--- config.mk ---
export PLATFORM = sky130hd
export DESIGN_NAME = bdf_drain_fifo
export DESIGN_NICKNAME = d
export VERILOG_FILES = /design/src/rtl/bdf_pkg.sv /design/src/rtl/bdf_bank.sv /design/src/rtl/bdf_lane_tracker.sv /design/src/rtl/bdf_level.sv /design/src/rtl/bdf_drain_fifo.sv
export SDC_FILE = /design/constraint.sdc
export NUM_CORES = 2
export LEC_CHECK = 0
export ABC_AREA = 0
export BUFFER_PORTS_ARGS = -buffer_cell sky130_fd_sc_hd__buf_2
export CORE_MARGIN = 10
export CORE_UTILIZATION = 30
export DETAILED_ROUTE_END_ITERATION = 8
export PLACE_DENSITY = 0.48
export SLEW_MARGIN = 25
export SYNTH_ARGS = -nofsm -noshare
export SYNTH_HDL_FRONTEND = slang
export SYNTH_HIERARCHICAL = 1
export SYNTH_SLANG_ARGS = --single-unit
--- constraint.sdc ---
create_clock -name clk -period 9.7 [get_ports clk]
set_input_delay 0.97 -clock clk [delete_from_list [all_inputs] [get_ports clk]]
set_output_delay 0.97 -clock clk [all_outputs]
set_load 0.1 [all_outputs]
--- src/rtl/bdf_pkg.sv ---
package bdf_pkg;

  localparam int LANES = 8;

  typedef enum logic [1:0] {
    RD_B1  = 2'd0,
    RD_B4  = 2'd1,
    RD_B8  = 2'd2,
    RD_BAD = 2'd3
  } rd_size_e;

  // Lane mask for an aligned read; zero marks a rejected request.
  function automatic logic [LANES-1:0] lane_mask(input logic [1:0] sz,
                                                 input logic [2:0] lane);
    logic [LANES-1:0] m;
    m = '0;
    case (rd_size_e'(sz))
      RD_B1: m = LANES'(1) << lane;
      RD_B4: if (lane[1:0] == 2'b00) m = LANES'(4'hF) << lane;
      RD_B8: if (lane == 3'd0) m = '1;
      default: m = '0;
    endcase
    return m;
  endfunction

  function automatic logic [8*LANES-1:0] lane_expand(input logic [LANES-1:0] m);
    logic [8*LANES-1:0] e;
    for (int i = 0; i < LANES; i++) e[8*i +: 8] = {8{m[i]}};
    return e;
  endfunction

endpackage

--- src/rtl/bdf_bank.sv ---
module bdf_bank #(
  parameter int AW = 4,
  parameter int W  = 64
) (
  input  logic          clk,
  input  logic          we,
  input  logic [AW-1:0] waddr,
  input  logic [W-1:0]  wdata,
  input  logic [AW-1:0] raddr,
  output logic [W-1:0]  rdata
);

  localparam int N = 1 << AW;

  logic [W-1:0] mem [N];

  always_ff @(posedge clk) begin
    if (we) mem[waddr] <= wdata;
    rdata <= mem[raddr];
  end

endmodule

--- src/rtl/bdf_lane_tracker.sv ---
module bdf_lane_tracker
  import bdf_pkg::*;
(
  input  logic             clk,
  input  logic             rst,
  input  logic             rd_go,
  input  logic [LANES-1:0] mask,
  output logic             dup,
  output logic             pop,
  output logic [LANES-1:0] done_next
);

  logic [LANES-1:0] done_q;
  logic [LANES-1:0] merged;

  always_comb begin
    merged = done_q | mask;
    dup    = rd_go && |(done_q & mask);
    pop    = rd_go && &merged;
    if (!rd_go)   done_next = done_q;
    else if (pop) done_next = '0;
    else          done_next = merged;
  end

  always_ff @(posedge clk) begin
    if (rst) done_q <= '0;
    else     done_q <= done_next;
  end

endmodule

--- src/rtl/bdf_level.sv ---
module bdf_level
  import bdf_pkg::*;
#(
  parameter int CW    = 6,
  parameter int DEPTH = 32,
  parameter int LVL_W = 9
) (
  input  logic             clk,
  input  logic             rst,
  input  logic [CW-1:0]    cnt_next,
  input  logic [LANES-1:0] done_next,
  input  logic [LVL_W-1:0] thresh,
  output logic [LVL_W-1:0] byte_level,
  output logic             out_ready,
  output logic             wr_room
);

  logic [3:0]       used;
  logic [LVL_W-1:0] lvl_next;

  always_comb begin
    used = '0;
    for (int i = 0; i < LANES; i++) used = used + 4'(done_next[i]);
    lvl_next = LVL_W'({cnt_next, 3'b000}) - LVL_W'(used);
  end

  always_ff @(posedge clk) begin
    if (rst) begin
      byte_level <= '0;
      out_ready  <= 1'b0;
      wr_room    <= 1'b1;
    end else begin
      byte_level <= lvl_next;
      out_ready  <= (lvl_next >= thresh);
      wr_room    <= (cnt_next <= CW'(DEPTH - 2));
    end
  end

endmodule

--- src/rtl/bdf_drain_fifo.sv ---
module bdf_drain_fifo
  import bdf_pkg::*;
#(
  parameter int DEPTH = 32,
  parameter int LVL_W = $clog2(DEPTH * 8 + 1)
) (
  input  logic             clk,
  input  logic             rst,
  input  logic             wr_en,
  input  logic [127:0]     wr_data,
  output logic             wr_room,
  input  logic             rd_en,
  input  logic [1:0]       rd_size,
  input  logic [2:0]       rd_lane,
  output logic             rd_valid,
  output logic [63:0]      rd_data,
  input  logic [LVL_W-1:0] thresh,
  output logic [LVL_W-1:0] byte_level,
  output logic             out_ready,
  input  logic             clr_status,
  output logic             underflow,
  output logic             dup_err,
  output logic             align_err
);

  localparam int AW  = $clog2(DEPTH);
  localparam int CW  = AW + 1;
  localparam int BAW = AW - 1;

  logic [AW-1:0]    head_q, tail_q;
  logic [CW-1:0]    cnt_q, cnt_next;
  logic             empty, room_now, wr_go, rd_go, misfit;
  logic [LANES-1:0] mask, mask_q, done_next;
  logic             dup, pop, hsel_q;
  logic [63:0]      bank_q [2];

  always_comb begin
    empty    = (cnt_q == '0);
    room_now = (cnt_q <= CW'(DEPTH - 2));
    wr_go    = wr_en && room_now;
    mask     = lane_mask(rd_size, rd_lane);
    misfit   = rd_en && !empty && (mask == '0);
    rd_go    = rd_en && !empty && (mask != '0);
    cnt_next = cnt_q + (wr_go ? CW'(2) : CW'(0)) - (pop ? CW'(1) : CW'(0));
  end

  // Two banks hold the even and odd entries so one deposit is one write per bank.
  for (genvar b = 0; b < 2; b++) begin : g_bank
    bdf_bank #(.AW(BAW), .W(64)) u_bank (
      .clk   (clk),
      .we    (wr_go),
      .waddr (tail_q[AW-1:1]),
      .wdata (wr_data[64*b +: 64]),
      .raddr (head_q[AW-1:1]),
      .rdata (bank_q[b])
    );
  end

  bdf_lane_tracker u_track (
    .clk       (clk),
    .rst       (rst),
    .rd_go     (rd_go),
    .mask      (mask),
    .dup       (dup),
    .pop       (pop),
    .done_next (done_next)
  );

  bdf_level #(.CW(CW), .DEPTH(DEPTH), .LVL_W(LVL_W)) u_level (
    .clk        (clk),
    .rst        (rst),
    .cnt_next   (cnt_next),
    .done_next  (done_next),
    .thresh     (thresh),
    .byte_level (byte_level),
    .out_ready  (out_ready),
    .wr_room    (wr_room)
  );

  always_ff @(posedge clk) begin
    if (rst) begin
      head_q <= '0;
      tail_q <= '0;
      cnt_q  <= '0;
    end else begin
      cnt_q <= cnt_next;
      if (wr_go) tail_q <= tail_q + AW'(2);
      if (pop)   head_q <= head_q + AW'(1);
    end
  end

  always_ff @(posedge clk) begin
    if (rst) begin
      rd_valid <= 1'b0;
      mask_q   <= '0;
      hsel_q   <= 1'b0;
    end else begin
      rd_valid <= rd_go;
      if (rd_go) begin
        mask_q <= mask;
        hsel_q <= head_q[0];
      end
    end
  end

  assign rd_data = rd_valid ? (bank_q[hsel_q] & lane_expand(mask_q)) : '0;

  always_ff @(posedge clk) begin
    if (rst) begin
      underflow <= 1'b0;
      dup_err   <= 1'b0;
      align_err <= 1'b0;
    end else begin
      if (rd_en && empty)   underflow <= 1'b1;
      else if (clr_status)  underflow <= 1'b0;
      if (dup)              dup_err   <= 1'b1;
      else if (clr_status)  dup_err   <= 1'b0;
      if (misfit)           align_err <= 1'b1;
      else if (clr_status)  align_err <= 1'b0;
    end
  end

endmodule

==> reports/results.ini <==
[yosys]
syn_inst=3785
yosysTopAreaCellShare_pct=73.9
syn-num-nets=3971
avgSynthCellArea_sq_um=22.0
synth_area_sq_mm=0.0832
synth_largest_area_cell=edfxtp_1
async_flop_share_pct=0
synth.most_common_cell=edfxtp_1
ys_seq_elements=2223
synthTopCellsByCount=edfxtp_1 (2048), mux4_2 (512), a22oi_1 (262), dfxtp_1 (175), nand2_1 (146)
synth_ff_type=edfxtp_1
synth.distinct_cells=66
synth_top_cells_by_area=edfxtp_1 (74%), mux4_2 (14%), dfxtp_1 (4.2%), a22oi_1 (2.4%), mux2i_1 (0.79%)
seq_area_frac_synth_pct=78.1
ys_warn_count=6
synth-edff-count=2048

[power_and_ir_drop]
p_seq_share_pct=52.6
netSwitchingPower_mw=4.55
swShare_pct=21.8
ir_drop_mv=0.139
power.density_mw_per_mm2=217
p_comb_share_pct=6.0
p_leak_nw=29.7
power.total_mw=20.9
internal-power_mw=16.3
power_frac_clock_pct=41.4

[detailed_routing]
wl_per_cell_microns=27.1
via_per_inst=4.83
dr_total_vias=38811
antenna_left=0
drtIter0Drc=3630
wirelength_mm=218
drc=0
drt_pass1_iterations=5

[timing]
slew_headroom_pct=34.5
finalSetupTns_ns=0
skew_ns=0.0674
worst_pin_slew_ns=0.981
hold_viol=0
report.final.slew_viol_count=0
max_freq_ghz=0.139
period_share_pct=74.3
grt_setup_unrepaired=no
setup_violations=0
period_needed_ns=7.21

[clocking]
cts_tree=done
cts_setup_buffers=0
cts_resized=0
insertion_delay_ns=0.87
numClockSinks=2223
h-tree-depth=4
cts_made_buffers=221
clk_path_buf_depth=4
cts_hold_buf=0
root_buffer=clkbuf_16
clkTransAtPathRegs_ns=0.06

[placed_design]
portBuffers=225
dp_cells=7620
dpl.hpwl_mm=124
finalWeightedCongestion=0.820

[floorplanning]
io_pins=226
die-width_microns=547
die-height_microns=547
die_area_sq_mm=0.299
start_util_pct=30.1
coreArea_sq_mm=0.276
rows=193

[hold_path]
hold_class=input port to register

[global_route]
antenna_found_initial=96
grt_pass1_wl_mm=311
grt.overflow.total=0
grtUsageTotal_pct=14.1
grt_max_degree=115
first_global_vias=40531

[critical_path]
end_kind=register
crit_type=register to register
cp.required_ns=10.40
path_max_fanout=17
worstPathArrival_ns=7.91
cp-start-kind=register

[status]
status=finished, final reports clean

[flow_run]
max_cap_viol_count=0

[final_layout]
nNetsFinal=4325
regArea_sq_mm=0.0650
final_cell_count_no_fill=8038
n_fill_cell=25704
drive_gt1_share_pct=27.8
area_growth_pct=15.8
multi_input_area_sq_mm=0.0173

[layout by cell type (no fill, tap or decap), drive strengths merged, types with 3 or more instances in the layout]
| cell type | count |
|---|---|
| bufinv | 25 |
| nand2 | 146 |
| nand3b | 7 |
| dfxtp | 175 |
| nor2 | 116 |
| clkinv | 67 |
| edfxtp | 2048 |
| o21bai | 4 |
| clkbuf | 308 |
| nand2b | 7 |
| and2 | 6 |
| o22ai | 4 |
| nor4 | 3 |
| or3b | 3 |
| nor2b | 15 |
| ha | 32 |
| diode | 17 |
| a211oi | 11 |
| nand3 | 10 |
| a2111oi | 3 |
| or2 | 4 |
| nand4 | 3 |
| xor2 | 12 |
| a22oi | 262 |
| buf | 320 |
| a31oi | 3 |
| mux4 | 512 |
| xnor2 | 8 |
| mux2i | 66 |
| o21a | 5 |
| fa | 7 |
| inv | 48 |
| o21ai | 12 |
| a21oi | 32 |
| nor3 | 10 |
[power by group through the flow]
| stage | logic (mW) | clock network, mW | registers [mW] |
|---|---|---|---|
| finish | 1.26 | 8.64 | 11.0 |
| detailed placement | 1.27 | 0 | 11.2 |
| CTS | 1.28 | 8.87 | 11.0 |
| global route | 1.38 | 9.25 | 11.0 |
| global placement | 1.27 | 0 | 11.2 |
| floorplan | 0.629 | 0 | 11.3 |
[final timing paths]
path                         from                      endpoint  slack [ns]  depth (start not counted)
min                         rd_en        underflow$_SDFFE_PP0P_        0.45                          3
max reg2reg   cnt_q[2]$_SDFF_PP0_  u_level/out_ready$_SDFF_PP0_        2.49                         23
max           cnt_q[2]$_SDFF_PP0_  u_level/out_ready$_SDFF_PP0_        2.49                         23
min reg2reg  dup_err$_SDFFE_PP0P_          dup_err$_SDFFE_PP0P_        0.48                          2
[metal layers]
| metal | GRT usage [%] | up-vias | share of wire [%] |
|---|---|---|---|
| met3 | 2.84 | 413 | 5.4 |
| li1 | - | 16510 | - |
| met1 | 18.2 | 20916 | 41 |
| met4 | 4.76 | 60 | 3.7 |
| met5 | 0 | - | 0.18 |
| met2 | 23.8 | 912 | 49 |
[cell type report]
| class | count | area share, % |
|---|---|---|
| clock buffers | 308 | 6.42 |
| inverters | 48 | 0.187 |
| clock inverters | 92 | 1.13 |
| multi-input cells | 1325 | 17.9 |
| well taps | 3705 | 4.81 |
| flip-flops and latches | 2223 | 67.5 |
| repair buffers | 320 | 2.02 |
| diodes | 17 | 0.0441 |
[critical path, cell delays in order (launching register included)]
cell and delay, ns:
dfxtp_1 0.43, inv_1 0.09, ha_1 0.20, nor4bb_1 0.18
nand2b_1 0.31, nor2_1 0.70, o21ai_2 0.15, nor3_4 0.55
and2_1 0.38, ha_1 0.30, inv_1 0.28, inv_1 0.14
fa_1 0.54, nand2_1 0.07, o21ai_0 0.11, fa_1 0.47
fa_1 0.69, nor2b_1 0.11, a211oi_2 0.28, xor2_1 0.13
ha_1 0.22, a2111oi_0 0.42, o21bai_1 0.15, a21o_1 0.19
[metrics by stage]
| stage | setup slack [ns] | utilization, % | cell area (sq um) | hold slack (ns) |
|---|---|---|---|---|
| after floorplan | 3.07 | - | 83200 | 0.449 |
| after global placement | 2.17 | 32.2 | 89000 | 0.483 |
| after detailed placement | 2.05 | 32.2 | 89000 | 0.479 |
| after CTS | 2.41 | 34.9 | 96300 | 0.391 |
| after global routing | 1.74 | 34.9 | 96300 | 0.438 |
| final | 2.49 | 34.9 | 96400 | 0.455 |
[cells by family (layout without fill, tap and decap cells)]
logic type | count (synthesis) | in the layout | share of synthesized area (%)
other cells | 0 | 17 | 0
buf+inv | 237 | 768 | 1.45
compound gates | 349 | 349 | 3.10
mux | 579 | 579 | 14.7
xor+xnor | 20 | 20 | 0.211
fa+ha+maj | 39 | 39 | 0.650
flops | 2223 | 2223 | 78.1
simple gates | 338 | 338 | 1.81
[registers in the layout (all words and copies together) (netlist names)]
signal               count
align_err                1
cnt_q                    6
dup_err                  1
g_bank.u_bank/mem     2048
g_bank.u_bank/rdata    128
head_q                   5
hsel_q                   1
mask_q                   8
rd_valid                 1
tail_q                   4
u_level/byte_level       9
u_level/out_ready        1
u_level/wr_room          1
u_track/done_q           8
underflow                1
Power figures use the tool's default switching activity.
